File: config.mk
export PLATFORM = sky130hd
export DESIGN_NAME = dma_slave_port
export DESIGN_NICKNAME = d
export VERILOG_FILES = /design/src/rtl/dsp_pkg.sv /design/src/rtl/dsp_sync.sv /design/src/rtl/dsp_decode.sv /design/src/rtl/dsp_fifo.sv /design/src/rtl/dma_slave_port.sv
export SDC_FILE = /design/constraint.sdc
export NUM_CORES = 1
export LEC_CHECK = 0
export BUFFER_PORTS_ARGS = -buffer_cell sky130_fd_sc_hd__clkbuf_2
export CAP_MARGIN = 0
export CORE_UTILIZATION = 55
export DETAILED_ROUTE_END_ITERATION = 16
export GPL_ROUTABILITY_DRIVEN = 0
export GPL_TIMING_DRIVEN = 1
export PLACE_DENSITY = 0.75
export SLEW_MARGIN = 20
export SYNTH_ARGS = -nofsm -noshare
export SYNTH_HDL_FRONTEND = slang
export SYNTH_HIERARCHICAL = 1
export SYNTH_SLANG_ARGS = --single-unit
File: constraint.sdc
create_clock -name clk -period 6.1 [get_ports clk]
set_input_delay 0.305 -clock clk [delete_from_list [all_inputs] [get_ports clk]]
set_output_delay 0.305 -clock clk [all_outputs]
set_load 0.05 [all_outputs]
File: src/rtl/dsp_pkg.sv
package dsp_pkg;

    typedef enum logic {
        CONV_STROBE_PAIR = 1'b0,
        CONV_DIR_LINE    = 1'b1
    } conv_e;

    typedef struct packed {
        logic active;
        logic rd;
        logic lo;
        logic hi;
    } bus_cyc_t;

    function automatic logic odd_par(input logic [7:0] b);
        return ~(^b);
    endfunction

    function automatic logic par_good(input logic [7:0] b, input logic p);
        return ^{b, p};
    endfunction

endpackage

File: src/rtl/dsp_sync.sv
module dsp_sync #(
    parameter int W = 8
) (
    input  logic         clk,
    input  logic         rst,
    input  logic [W-1:0] d,
    output logic [W-1:0] q
);
    logic [W-1:0] s1;

    always_ff @(posedge clk) begin
        if (rst) begin
            s1 <= '1;
            q  <= '1;
        end else begin
            s1 <= d;
            q  <= s1;
        end
    end
endmodule

File: src/rtl/dsp_decode.sv
module dsp_decode
    import dsp_pkg::*;
(
    input  conv_e    conv,
    input  logic     s_rd,
    input  logic     s_wr,
    input  logic     s_bhe,
    input  logic     s_a0,
    input  logic     ack,
    output bus_cyc_t cyc
);
    always_comb begin
        if (conv == CONV_STROBE_PAIR) begin
            cyc.active = ack & (~s_rd | ~s_wr);
            cyc.rd     = ~s_rd;
            cyc.lo     = ~s_a0;
            cyc.hi     = ~s_bhe;
        end else begin
            cyc.active = ack & (~s_wr | ~s_bhe);
            cyc.rd     = s_rd;
            cyc.lo     = ~s_wr;
            cyc.hi     = ~s_bhe;
        end
    end
endmodule

File: src/rtl/dsp_fifo.sv
module dsp_fifo #(
    parameter  int DEPTH = 16,
    localparam int AW    = $clog2(DEPTH),
    localparam int CW    = AW + 1
) (
    input  logic          clk,
    input  logic          rst,
    input  logic [1:0]    push_n,
    input  logic [7:0]    push_b0,
    input  logic [7:0]    push_b1,
    input  logic [1:0]    pop_n,
    output logic [7:0]    head0,
    output logic [7:0]    head1,
    output logic [AW:0]   level
);
    logic [7:0]    mem [DEPTH];
    logic [AW-1:0] wp, rp, wp1, rp1;
    logic [AW:0]   cnt;

    assign wp1   = wp + AW'(1);
    assign rp1   = rp + AW'(1);
    assign head0 = mem[rp];
    assign head1 = mem[rp1];
    assign level = cnt;

    always_ff @(posedge clk) begin
        if (rst) begin
            wp  <= '0;
            rp  <= '0;
            cnt <= '0;
        end else begin
            wp  <= wp + AW'(push_n);
            rp  <= rp + AW'(pop_n);
            cnt <= cnt + CW'(push_n) - CW'(pop_n);
        end
    end

    always_ff @(posedge clk) begin
        if (push_n != 2'd0) mem[wp]  <= push_b0;
        if (push_n == 2'd2) mem[wp1] <= push_b1;
    end

    // the port never pushes past capacity nor pops more than it holds
    a_r8_no_overflow: assert property (@(posedge clk) disable iff (rst)
        (int'(push_n) + int'(cnt) <= DEPTH + int'(pop_n)));
    a_r8_no_underflow: assert property (@(posedge clk) disable iff (rst)
        (int'(pop_n) <= int'(cnt)));
endmodule

File: src/rtl/dma_slave_port.sv
module dma_slave_port
    import dsp_pkg::*;
#(
    parameter  int DEPTH = 16,
    parameter  int LW    = 16,
    localparam int AW    = $clog2(DEPTH),
    localparam int SW    = 24
) (
    input  logic          clk,
    input  logic          rst,
    input  logic          conv_sel,
    input  logic          xfer_dir,
    input  logic          start,
    input  logic [LW-1:0] total_len,
    input  logic [LW-1:0] blk_len,
    input  logic          dack,
    input  logic          permit,
    input  logic          pin_rd,
    input  logic          pin_wr,
    input  logic          pin_bhe,
    input  logic          pin_a0,
    input  logic [15:0]   dq_in,
    input  logic [1:0]    dpar_in,
    output logic [15:0]   dq_out,
    output logic [1:0]    dpar_out,
    output logic          dq_oe,
    output logic          dreq,
    output logic          par_err,
    input  logic          core_push,
    input  logic [7:0]    core_push_data,
    input  logic          core_pop,
    output logic [7:0]    core_pop_data,
    output logic [AW:0]   fifo_level
);
    // ---------------- synchronizers ----------------
    logic [SW-1:0] raw, syn;
    logic          s_rd, s_wr, s_bhe, s_a0, dack_s, permit_s;
    logic [15:0]   dq_s;
    logic [1:0]    dp_s;

    assign raw = {pin_rd, pin_wr, pin_bhe, pin_a0, dack, permit, dpar_in, dq_in};
    assign {s_rd, s_wr, s_bhe, s_a0, dack_s, permit_s, dp_s, dq_s} = syn;

    dsp_sync #(.W(SW)) u_sync (.clk(clk), .rst(rst), .d(raw), .q(syn));

    // ---------------- cycle decode ----------------
    bus_cyc_t cyc, cyc_q;
    conv_e    conv;
    logic     moto;

    assign conv = conv_e'(conv_sel);
    assign moto = (conv == CONV_DIR_LINE);

    dsp_decode u_dec (
        .conv(conv), .s_rd(s_rd), .s_wr(s_wr), .s_bhe(s_bhe),
        .s_a0(s_a0), .ack(dack_s), .cyc(cyc)
    );

    logic [15:0] hold_d;
    logic [1:0]  hold_p;

    always_ff @(posedge clk) begin
        if (rst) begin
            cyc_q  <= '0;
            hold_d <= '0;
            hold_p <= '0;
        end else begin
            cyc_q <= cyc;
            if (cyc.active) begin
                hold_d <= dq_s;
                hold_p <= dp_s;
            end
        end
    end

    logic commit, wr_commit, rd_commit;
    assign commit    = cyc_q.active & ~cyc.active;
    assign wr_commit = commit & ~xfer_dir & ~cyc_q.rd;
    assign rd_commit = commit &  xfer_dir &  cyc_q.rd;

    // ---------------- FIFO and lane mapping ----------------
    logic [1:0]  f_push_n, f_pop_n, nbytes, dma_push_n, dma_pop_n;
    logic [7:0]  f_b0, f_b1, f_h0, f_h1, lo_b, hi_b, first_b, second_b;
    logic [AW:0] f_level;
    int          room;

    assign lo_b   = hold_d[7:0];
    assign hi_b   = hold_d[15:8];
    assign nbytes = {1'b0, cyc_q.lo} + {1'b0, cyc_q.hi};
    assign room   = DEPTH - int'(f_level);

    always_comb begin
        if (cyc_q.lo && cyc_q.hi) begin
            first_b  = moto ? hi_b : lo_b;
            second_b = moto ? lo_b : hi_b;
        end else begin
            first_b  = cyc_q.hi ? hi_b : lo_b;
            second_b = 8'h00;
        end
        dma_push_n = (wr_commit && int'(nbytes) <= room) ? nbytes : 2'd0;
        if (!rd_commit)                        dma_pop_n = 2'd0;
        else if (int'(nbytes) > int'(f_level)) dma_pop_n = f_level[1:0];
        else                                   dma_pop_n = nbytes;
    end

    always_comb begin
        if (xfer_dir) begin
            f_push_n = (core_push && room > 0) ? 2'd1 : 2'd0;
            f_b0     = core_push_data;
            f_b1     = 8'h00;
            f_pop_n  = dma_pop_n;
        end else begin
            f_push_n = dma_push_n;
            f_b0     = first_b;
            f_b1     = second_b;
            f_pop_n  = (core_pop && f_level != '0) ? 2'd1 : 2'd0;
        end
    end

    dsp_fifo #(.DEPTH(DEPTH)) u_fifo (
        .clk(clk), .rst(rst), .push_n(f_push_n), .push_b0(f_b0), .push_b1(f_b1),
        .pop_n(f_pop_n), .head0(f_h0), .head1(f_h1), .level(f_level)
    );

    assign fifo_level    = f_level;
    assign core_pop_data = f_h0;

    // ---------------- read data presentation ----------------
    always_comb begin
        dq_out = 16'h0000;
        if (cyc.active && cyc.rd) begin
            if (cyc.lo && cyc.hi) dq_out = moto ? {f_h0, f_h1} : {f_h1, f_h0};
            else if (cyc.hi)      dq_out = {f_h0, 8'h00};
            else                  dq_out = {8'h00, f_h0};
        end
    end

    assign dpar_out = {odd_par(dq_out[15:8]), odd_par(dq_out[7:0])};
    assign dq_oe    = cyc.active & cyc.rd & xfer_dir;

    // ---------------- counters and parity flag ----------------
    logic [LW-1:0] rem, blk_cnt, blk_nxt, moved;
    logic          bad;

    assign moved   = (dma_push_n != 2'd0) ? LW'(dma_push_n) : LW'(dma_pop_n);
    assign blk_nxt = (blk_cnt + moved >= blk_len) ? '0 : blk_cnt + moved;
    assign bad     = wr_commit &
                     ((cyc_q.lo & ~par_good(lo_b, hold_p[0])) |
                      (cyc_q.hi & ~par_good(hi_b, hold_p[1])));

    always_ff @(posedge clk) begin
        if (rst) begin
            rem     <= '0;
            blk_cnt <= '0;
            par_err <= 1'b0;
        end else if (start) begin
            rem     <= total_len;
            blk_cnt <= '0;
            par_err <= 1'b0;
        end else begin
            if (moved != '0) begin
                rem     <= (rem > moved) ? rem - moved : '0;
                blk_cnt <= blk_nxt;
            end
            if (bad) par_err <= 1'b1;
        end
    end

    // ---------------- request ----------------
    int  need;
    logic fifo_ok;

    assign need    = (rem >= LW'(2)) ? 2 : 1;
    assign fifo_ok = xfer_dir ? (int'(f_level) >= need) : (room >= need);
    assign dreq    = (rem != '0) & ((blk_cnt != '0) | permit_s) & fifo_ok &
                     ~cyc.active & ~cyc_q.active;

    // no request once the total is exhausted
    a_r9_idle_when_done: assert property (@(posedge clk) disable iff (rst)
        (rem == '0) |-> !dreq);
    // at a block boundary without permit the port waits
    a_r10_hold_at_boundary: assert property (@(posedge clk) disable iff (rst)
        (blk_cnt == '0 && !permit_s) |-> !dreq);
    // the parity flag holds until the next start
    a_r6_sticky_flag: assert property (@(posedge clk) disable iff (rst)
        (par_err && !start) |=> par_err);
    // the bus is never driven without acknowledge
    a_r7_no_drive_without_ack: assert property (@(posedge clk) disable iff (rst)
        !dack_s |-> !dq_oe);
endmodule

# Word level (Yosys, flattened, before mapping)
# Memory sizes are Yosys's and may differ from the RTL's. A register that Yosys moved wholly into a read port is not among the register bits.
# Cells that the tools add are included.
[op_classes] n_eq_ne=1 n_lt_le_gt_ge=8 addsub=10 muxes=31 n_reduce_logical=18 bitwise=32
[op_table] cell="$mux 16" n=8
[op_table] cell="$mux 8" n=7
[op_table] cell="$reduce_bool 16->1" n=3
[op_table] cell="$reduce_xor 9->1" n=2
[op_table] cell="$add 16x2->16" n=1
[op_table] cell="$and 1x1->1" n=16
[op_table] cell="$ge 16x16->1" n=1
[op_table] cell="$ge 16x2->1 const B" n=1
[op_table] cell="$gt 16x2->1" n=1
[op_table] cell="$reduce_xor 8->1" n=2
[op_table] cell="$sub 16x2->16" n=1
[op_table] cell="$mux 2" n=7
[op_table] cell="$not 1->1" n=12
[op_table] cell="$add 4x1->4 const B" n=2
[op_table] cell="$add 4x2->4" n=2
[op_table] cell="$mux 4" n=2
[op_table] cell="$mux 1" n=7
[op_table] cell="$ge 6x3->1" n=1
[op_table] cell="$gt 6x1->1 const B" n=1
[op_table] cell="$le 3x6->1" n=1
[op_table] cell="$logic_and 1x1->1" n=6
[op_table] cell="$reduce_bool 2->1" n=3
[op_table] cell="$sub 5x5->6 const A" n=1
[op_table] cell="$add 5x2->5" n=1
[op_table] cell="other kinds (8)" n=11
[word_totals] wordCells=115 ff_bits=116 mem_bits_rw=128 memories=1
[mem_list] name="u_fifo.mem" depth=16 word_bits=8 read_ports=2 rd_ports_with_merged_regs=1 wr=2 line_no="dsp_fifo.sv:16" text="logic [7:0] mem [DEPTH];"

# Logic depth before layout (Yosys ltp)
# Gate-level depths: netlist of the first run.
[logic_depth] ltp_word=16 depth_mapped=27 mapped_depth_nobuf=25

# Hierarchy
# The synthesis of the first run kept the hierarchy.
[by_module_without_submodules] mod="dsp_fifo" area_per_inst_um2=8491.9 cells_each=648 n_inst=1
[by_module_without_submodules] mod="dma_slave_port" area_per_inst_um2=4733.3 cells_each=611 n_inst=1
[by_module_without_submodules] mod="dsp_sync" area_per_inst_um2=1302.5 cells_each=101 n_inst=1
[by_module_without_submodules] mod="dsp_decode" area_per_inst_um2=48.8 cells_each=5 n_inst=1

# Least setup slack after synthesis of the first run
# No wires, ideal clock.
[synth_path] path_kind="register to register" from="register u_fifo.cnt[0] (netlist: u_fifo/level[0])" to="register blk_cnt[10]" required_time_ps=6039 path_slack_ps=551 t_arrival_ps=5488 path_stages_with_launch=27 cell_sequence="dfxtp_1 -> inv_1 -> ha_1 -> inv_1 -> ha_1 -> nor2b_1 -> o211ai_1 -> o21ai_0 -> a21oi_1 -> nand2_1 -> o21ai_0 -> ha_1 -> inv_1 -> fa_1 -> and3b_1 -> and3_1 -> clkbuf_1 -> nand2_1 -> nor2_1 -> xor2_1 -> ha_1 -> and4_1 -> a221oi_1 -> o41a_1 -> clkbuf_1 -> a21o_1 -> a32o_1"
[synth_via] elab_chain_cells=9 word_cells_on_any_way=13 classes_between="2 x add/sub; 3 x order compare; 5 x mux; 3 x reduce/logical"
[synth_rtl] item="from (decl)" line_no="dsp_fifo.sv:18" text="logic [AW:0] cnt;"
[synth_rtl] item="from (signal assigned)" line_no="dsp_fifo.sv:34" text="cnt <= cnt + CW'(push_n) - CW'(pop_n);"
[synth_rtl] item="$sub 5x5->6" line_no="dma_slave_port.sv:90" text="assign room = DEPTH - int'(f_level);"
[synth_rtl] item="$le 3x6->1" line_no="dma_slave_port.sv:100" text="dma_push_n = (wr_commit && int'(nbytes) <= room) ? nbytes : 2'd0;"
[synth_rtl] item="$logic_and 1x1->1" line_no="dma_slave_port.sv:100"
[synth_rtl] item="$mux 2" line_no="dma_slave_port.sv:100"
[synth_rtl] item="$reduce_bool 2->1" line_no="dma_slave_port.sv:145" text="assign moved = (dma_push_n != 2'd0) ? LW'(dma_push_n) : LW'(dma_pop_n);"
[synth_rtl] item="$mux 2 *" line_no="dma_slave_port.sv:145"
[synth_rtl] item="$add 16x2->16" line_no="dma_slave_port.sv:146" text="assign blk_nxt = (blk_cnt + moved >= blk_len) ? '0 : blk_cnt + moved;"
[synth_rtl] item="$ge 16x16->1" line_no="dma_slave_port.sv:146"
[synth_rtl] item="$mux 16" line_no="dma_slave_port.sv:146"
[synth_rtl] item="to (signal assigned)" line_no="dma_slave_port.sv:163" text="blk_cnt <= blk_nxt;"
[synth_rtl] item="to (decl)" line_no="dma_slave_port.sv:142" text="logic [LW-1:0] rem, blk_cnt, blk_nxt, moved;"
# Mark *: on every way between the ends. The rest lies on a longest branch, timed or not.
# A chain may end at the register's enable or synchronous reset.

# Final worst setup path of the first run
[layout_path] from="register u_fifo.cnt[0] (netlist: u_fifo/level[0])" to="register blk_cnt[5]"
# The elaborated chain is that of the path after synthesis.

==> summary.txt, run 1 <==
Synth
  • Synth Cell Area: 14600 sq um
  • Largest family of logic cells by synthesized area: multiplexers
  • Area leader, netlist: edfxtp_1
  • Ys flop type: edfxtp_1
  • Ys async rst share: 0%
  • Mux cell area share after synthesis: between 20% and 30%
  • Distinct cells, synth: between 70 and 80
  • Post-synthesis sequential area ratio: a little over two fifths
  • Mean Syn Cell Area: between 10 and 15 sq um
  • Total number of yosys warnings: 6
  • Synth Area in Adders: under 10%
  • Largest cells by area after synthesis: edfxtp_1 26%, dfxtp_1 16%, mux2_2 9.8%, mux2i_1 6.2%, mux4_2 4.9%
  • Synthesized net count: 1482
  • Syn Inst Count: between 1000 and 1500
  • Yosys reg bits: 244
  • Top-area cell type share of the netlist area: around a quarter
  • Post-synthesis simple-gate area fraction: 15.2%
  • Post-Synth XOR/XNOR Area: 3.79%
  • Compound-gate portion of the synthesized area: a little under a tenth
  • EDFF count, synth: approximately 130

Worst setup path
  • Critical Path Max Stage Delay: 450 ps
  • Setup slack, reg-to-reg: 350 ps
  • CP arrival: about 6200 ps
  • Critical path's most frequent cell: ha_1
  • CP Launch Type: register
  • Crit-path slowest cell: dfxtp_1
  • Crit path max fanout: 6
  • WS Path Type: reg2reg
  • Critical path capture point type: register
  • Worst endpoint required time: roughly 6500 ps

Final layout
  • P&R area growth vs syn: 13.6%
  • Final cell count without fillers: between 1500 and 2000
  • Filler Cell Count: roughly 2100
  • Design area: 16600 sq um
  • Layout cell share with drive strength beyond 1: 26.4%
  • Ant diodes: 0
  • Final net count: between 1500 and 2000

Floorplan
  • Core area: about 26000 sq um
  • Die area: around 27000 sq um
  • Site Rows: slightly below 60
  • Starting Density: between 50 and 60%
  • Chip width: between 150 and 200 um
  • Die Ht: approximately 160 um
  • Io pins: about 110

Power
  • Switching share of power: about 32%
  • Sw power: 1.61 mW
  • Gate power share: 30.5%
  • Sequential group share of total power: between 30% and 40%
  • P_leak: ~6.3 nW
  • Maximum vdd drop: between 0.2 and 0.3 mV
  • Clock network power share: about a third
  • Power Density: ~300 nW/um^2
  • Total internal power: roughly 3.4 mW

Timing
  • Endpoints failing setup: 0
  • Setup Skew: between 8 and 9 ps
  • Relative slew slack: about a quarter
  • Final period util: 94.2%
  • Min cycle time layout: between 5000 and 6000 ps
  • Fin Hold WS: ~24 ps
  • Final hold vios: 0
  • Actual slew at the worst max-slew pin: 1110 ps
  • Fmax: around 170 MHz
  • Max-slew violations: 0

Routing
  • Drt wl/cell: roughly 22 um
  • Via count: ~11000
  • Initial DRC count: between 800 and 900
  • TritonRoute pass-1 iters: 6
  • Routed Antenna Nets: 0
  • Final wirelength: between 30 and 40 mm
  • # DRC: 0
  • Routed vias/inst: roughly 6.2

Clocking
  • Clock Latency Late Sink: 530 ps
  • CTS max path bufs: 3
  • Depth of the CTS H-tree: 1
  • Worst-path clk slew: 60 ps
  • CTS tree: built
  • Cts bufs inserted: 25
  • CTS root buffer: clkbuf_16
  • # clock sinks: around 240

Global route
  • Largest net degree at the start of global routing: between 100 and 150
  • Global-route wire length before repair: 60.4 mm
  • Vias in the first global route: about 11000
  • Grt ovf: 0
  • GRT Util Overall: between 20% and 30%
  • Initial antenna violation count: 0

Run status
  • Status: complete, no violations

Hold path
  • Worst Hold Class: in2reg

Place
  • HPWL Detailed: about 27 mm
  • Port bufs: ~100
  • Cell total after placement: 1747
  • Placed Area: roughly 15000 sq um

Flow run
  • Total of max-cap violations: 0
==> layout make-up <==
| type | count | area [sq um] | area share, % |
|---|---|---|---|
| inverters | 50 | 188 | 1.13 |
| clock buffers | 38 | 820 | 4.95 |
| clock inverters | 8 | 45.0 | 0.272 |
| repair buffers | 162 | 1030 | 6.25 |
| flip-flops and latches | 244 | 6170 | 37.2 |
| multi-input cells | 983 | 7890 | 47.6 |
| well taps | 335 | 419 | 2.53 |
==> per-stage QoR <==
stage	utilization (%)	setup TNS (ps)	total power [mW]	worst slack [ps]
after floorplan	-	0	3.03	551
after global placement	59.0	0	3.37	382
after detailed placement	59.0	0	3.41	154
after CTS	63.3	0	4.99	155
after global routing	63.6	-310	5.21	-51.7
final	63.6	0	5.00	351
==> layer usage <==
metal | part of all wire [%] | vias up | track usage, %
li1 | - | 5221 | -
met1 | 40 | 5491 | 38.6
met2 | 48 | 569 | 48.7
met3 | 9.8 | 79 | 5.45
met4 | 2.7 | 0 | 9.38
met5 | 0 | - | 0
==> state kept, by name, indices dropped and copies added, names as in the netlist, 5 cells and up <==
signal / count
rem: 16
blk_cnt: 16
hold_d: 16
u_fifo/level: 5
u_sync/q: 24
u_sync/s1: 24
u_fifo/mem: 128
==> Yosys cell counts (all sizes together) (16+ instances only) <==
cell / number
o21ai: 41
a221oi: 30
mux2i: 90
dfxtp: 116
nand2: 139
mux4: 32
a21oi: 37
inv: 50
clkbuf: 53
xor2: 19
buf: 36
mux2: 130
nand3: 42
nor3: 20
edfxtp: 128
ha: 40
nor2b: 26
nor2: 85
a32o: 16
or2: 50
xnor2: 38
==> cells in the final DEF, fill, tap and decap left out, types with 38 or more instances in the layout <==
cell type / instances
mux2_2: 127
dfxtp_1: 115
ha_1: 40
inv_1: 51
xnor2_1: 38
clkbuf_2: 103
nand2_1: 139
mux2i_1: 90
nand3_1: 42
edfxtp_1: 128
nor2_1: 77
==> power by group through the flow <==
stage               Sequential [mW]  Combinational, mW  Clock (mW)
finish                         1.90               1.52        1.57
global route                   1.91               1.64        1.65
CTS                            1.90               1.50        1.59
detailed placement             1.93               1.48           0
global placement               1.93               1.44           0
floorplan                      1.94               1.09           0
==> final timing paths <==
check | startpoint | to | cells after the start
worst max-delay path | u_fifo/level[0] | blk_cnt[5] | 25
worst min-delay path | total_len[3] | rem[3] | 3
worst max register to register | u_fifo/level[0] | blk_cnt[5] | 25
worst min register to register | u_sync/s1[14] | u_sync/q[14] | 1
==> cell families (layout without fill, tap and decap cells) <==
family                     Yosys count  after routing
buffers and inverters              139            258
muxes                              252            252
adders and majority gates           46             46
and+or+nand+nor                    438            438
xor gates and xnor gates            59             59
DFF                                244            244
AOI/OAI and AO/OA                  187            188
==> worst max-delay path: cells and delay by family, from the launching register on <==
family	cells	cell delay, ps
AOI/OAI and AO/OA	7	1360
and+or+nand+nor	8	1640
adders and majority gates	5	1630
DFF	1	450
xor gates and xnor gates	1	90
buffers and inverters	4	480
==> repair_timing <==
action	in CTS	in global routing
hold buffers	25	0
setup endpoints to repair	0	16
setup buffers	0	1
hold endpoints to repair	25	0
resized for setup	0	7
No activity file was read; power rests on OpenSTA's default activity.
==> inputs of run 2 (changes only) <==
- ABC_AREA: default -> 1
==> run 2 against run 1 <==
  * Utilization decreased by 0.61 points
  * Critical path depth increased by 5
  * Critical endpoint is now blk_cnt[13]
  * Register-to-register slack improved by 470 ps
  * Via count increased by 29%
  * Combinational power increased by 5%
  * Die area increased by 5.0%
  * Area after synthesis increased by 5.0%
  * Highest routed layer unchanged
==> summary.txt, run 2 <==
Run status
  • Status: complete, no violations (unchanged)

Timing
  • Fmax: 189 MHz (was 174 MHz)
  • Relative slew slack: 27.3% (was 25.3%)
  • Min cycle time layout: 5280 ps (was 5750 ps)
  • Final period util: 86.6% (was 94.2%)
  • Final hold vios: 0 (unchanged)
  • Max-slew violations: 0 (unchanged)
  • Unrepaired setup endpoints after global routing: no
  • Setup Skew: 15.4 ps (was 8.15 ps)
  • Endpoints failing setup: 0 (unchanged)
  • Actual slew at the worst max-slew pin: 1090 ps (was 1110 ps)
  • Setup TNS Final: 0 ps (unchanged)

Final layout
  • Largest register by flop count: u_fifo/mem (unchanged)
  • Leading registers by flop count: u_fifo/mem: 128 flops, u_sync/q: 24 flops, u_sync/s1: 24 flops (unchanged)
  • Final net count: 2353 (was 1583)
  • P&R area growth vs syn: 11.4% (was 13.6%)
  • Final cell count without fillers: 2626 (was 1820)
  • Most common cell after layout, fill and taps aside: nand2_1 (unchanged)
  • Design area: 17100 sq um (was 16600 sq um)
  • Ant diodes: 0 (unchanged)
  • Layout cell share with drive strength beyond 1: 9.36% (was 26.4%)
  • Max FFs per register: 128 (unchanged)
  • Most frequent cells in the layout: 658 x nand2_1, 303 x inv_1, 216 x o21ai_0 (was 139 x nand2_1, 128 x edfxtp_1, 127 x mux2_2)

Synth
  • Ys flop type: edfxtp_1 (unchanged)
  • Top-area cell type share of the netlist area: 25.1% (was 26.4%)
  • Most frequent cell after synthesis: nand2_1 (unchanged)
  • Total number of yosys warnings: 6 (unchanged)
  • Area leader, netlist: edfxtp_1 (unchanged)
  • Mean Syn Cell Area: 7.04 sq um (was 10.7 sq um)
  • EDFF count, synth: 128 (unchanged)
  • Post-synthesis sequential area ratio: 40.3% (was 42.3%)
  • Yosys reg bits: 244 (unchanged)
  • Ys async rst share: 0% (unchanged)
  • Largest cells by area after synthesis: edfxtp_1 25%, nand2_1 16%, dfxtp_1 15%, inv_1 7.4%, o21ai_0 7.1% (was edfxtp_1 26%, dfxtp_1 16%, mux2_2 9.8%, mux2i_1 6.2%, mux4_2 4.9%)
  • Distinct cells, synth: 46 (was 75)
  • Synth Cell Area: 15300 sq um (was 14600 sq um)
  • Synthesized net count: 2293 (was 1482)
  • Commonest cells in the netlist: 658 x nand2_1, 303 x inv_1, 216 x o21ai_0 (was 139 x nand2_1, 128 x edfxtp_1, 127 x mux2_2)
  • Syn Inst Count: 2176 (was 1365)

Worst setup path
  • Crit path max fanout: 16 (was 6)
  • Setup crit end: blk_cnt[13] (was blk_cnt[5])
  • Reg-to-Reg Start: u_fifo/level[0] (unchanged)
  • Worst r2r dst: blk_cnt[13] (was blk_cnt[5])
  • CP Launch Type: register (unchanged)
  • Critical path capture point type: register (unchanged)
  • R2R depth: 30 (was 25)
  • WS Path Type: reg2reg (unchanged)
  • CP startpoint: u_fifo/level[0] (unchanged)
  • Critical Path Max Stage Delay: 480 ps (was 450 ps)
  • Worst endpoint required time: 6520 ps (about the same)
  • Setup slack, reg-to-reg: 820 ps (was 350 ps)
  • CP arrival: 5700 ps (was 6170 ps)
  • Crit-path slowest cell: nand3_1 (was dfxtp_1)

Clocking
  • Depth of the CTS H-tree: 1 (unchanged)
  • Setup Fix Bufs, Post-CTS: 0 (unchanged)
  • CTS max path bufs: 3 (unchanged)
  • CTS root buffer: clkbuf_16 (unchanged)
  • CTS tree: built (unchanged)
  • Cts bufs inserted: 25 (unchanged)
  • Worst-path clk slew: 60 ps (about the same)
  • Clock Latency Late Sink: 530 ps (about the same)
  • # clock sinks: 244 (unchanged)
  • Resized cells post-CTS: 0 (unchanged)
  • Post-cts hold buffer count: 24 (was 25)

Power
  • Gate power share: 31.2% (was 30.5%)
  • Maximum vdd drop: 0.267 mV (was 0.294 mV)
  • Design Power: 5.13 mW (was 5.00 mW)
  • Sequential group share of total power: 37.5% (was 38.0%)
  • Clock network power share: 31.4% (was 31.5%)
  • Sw power: 1.86 mW (was 1.61 mW)
  • Power Density: 300 nW/um^2 (was 302 nW/um^2)
  • Total internal power: 3.27 mW (was 3.38 mW)
  • Switching share of power: 36.2% (was 32.3%)
  • P_leak: 8.01 nW (was 6.30 nW)

Global route
  • Initial antenna violation count: 0 (unchanged)
  • Vias in the first global route: 13600 (was 11000)
  • GRT Util Overall: 30.2% (was 29.3%)
  • Grt ovf: 0 (unchanged)
  • Global-route wire length before repair: 68.3 mm (was 60.4 mm)
  • Largest net degree at the start of global routing: 95 (was 101)

Floorplan
  • Site Rows: 60 (was 59)
  • Io pins: 105 (unchanged)
  • Starting Density: 56.5% (was 55.9%)
  • Die Ht: 169 um (was 165 um)
  • Chip width: 169 um (was 165 um)
  • Core area: 27100 sq um (was 26100 sq um)
  • Die area: 28500 sq um (was 27200 sq um)

Routing
  • Via count: 14600 (was 11400)
  • Initial DRC count: 1577 (was 835)
  • Drt wl/cell: 16.3 um (was 21.7 um)
  • Routed vias/inst: 5.58 (was 6.24)
  • # DRC: 0 (unchanged)
  • Routed Antenna Nets: 0 (unchanged)
  • TritonRoute pass-1 iters: 6 (unchanged)
  • Final wirelength: 42.8 mm (was 39.5 mm)

Place
  • Placed Area: 15900 sq um (was 15400 sq um)
  • Cell total after placement: 2557 (was 1747)
  • Port bufs: 104 (unchanged)
  • HPWL Detailed: 28.8 mm (was 27.0 mm)

Flow run
  • Total of max-cap violations: 0 (unchanged)

Hold path
  • Worst Hold Class: in2reg (unchanged)
==> run 2: changes by cell type after synthesis, moves of 61 or more <==
| cell | before | now |
|---|---|---|
| mux2_2 | 127 | 0 |
| mux2i_1 | 90 | 1 |
| nand2_1 | 139 | 658 |
| inv_1 | 50 | 303 |
| a21oi_1 | 37 | 98 |
| o21ai_0 | 37 | 216 |
| nand3_1 | 42 | 180 |
==> run 2: layout make-up <==
type	count	area [sq um]
clock inverters	11	140
clock buffers	34	722
fillers	2350	10000
inverters	315	1180
repair buffers	158	986
flip-flops and latches	244	6170
well taps	372	465
multi-input cells	1492	7400
==> run 2: power groups by stage <==
stage	logic (mW)	registers [mW]	clock network, mW
floorplan	1.18	1.95	0
global placement	1.51	1.95	0
detailed placement	1.55	1.95	0
CTS	1.57	1.92	1.62
global route	1.77	1.93	1.69
finish	1.60	1.92	1.61
==> run 2: per-stage QoR <==
step           setup slack (ps)  hold slack, ps  utilization [%]
6_report                    817             104             63.0
5_1_grt                     210             110             63.0
4_1_cts                     866            91.0             62.9
3_5_place_dp                924             391             58.9
3_3_place_gp               1090             392             58.9
2_1_floorplan              1070             380                -
==> run 2: how the worst min path moves through the flow <==
stage                       start      endpoint  slack [ps]  cells past startpoint
floorplan           u_sync/s1[22]  u_sync/q[22]         380                      2
global placement    u_sync/s1[14]  u_sync/q[14]         390                      2
detailed placement  u_sync/s1[22]  u_sync/q[22]         390                      2
CTS                 total_len[14]       rem[14]          90                      5
global route        total_len[14]       rem[14]         110                      5
finish              total_len[14]       rem[14]         100                      5
==> run 2: logic make-up (layout without fill, tap and decap cells) <==
group	count (synthesis)	count (layout)	share of synthesized area (%)
AOI/OAI and AO/OA	392	392	14.0
xor gates and xnor gates	51	51	2.92
adders and majority gates	46	46	4.05
buffers and inverters	440	518	11.6
DFF	244	244	40.3
muxes	1	1	0.0654
and+or+nand+nor	1002	1002	27.1
==> run 2: critical path: cells and delay by family (launching register included) <==
| family | cells | cell delay, ps |
|---|---|---|
| simple gates | 19 | 2810 |
| flops | 1 | 410 |
| buf+inv | 5 | 410 |
| xor+xnor | 1 | 190 |
| fa+ha+maj | 5 | 1370 |
==> run 2: per-layer routing <==
metal	part of all wire [%]	track usage, %	wire [um]
met5	0	0	0
met3	8.5	3.44	3630
met4	5.3	16.2	2280
met2	48	52.0	20300
met1	39	37.2	16500
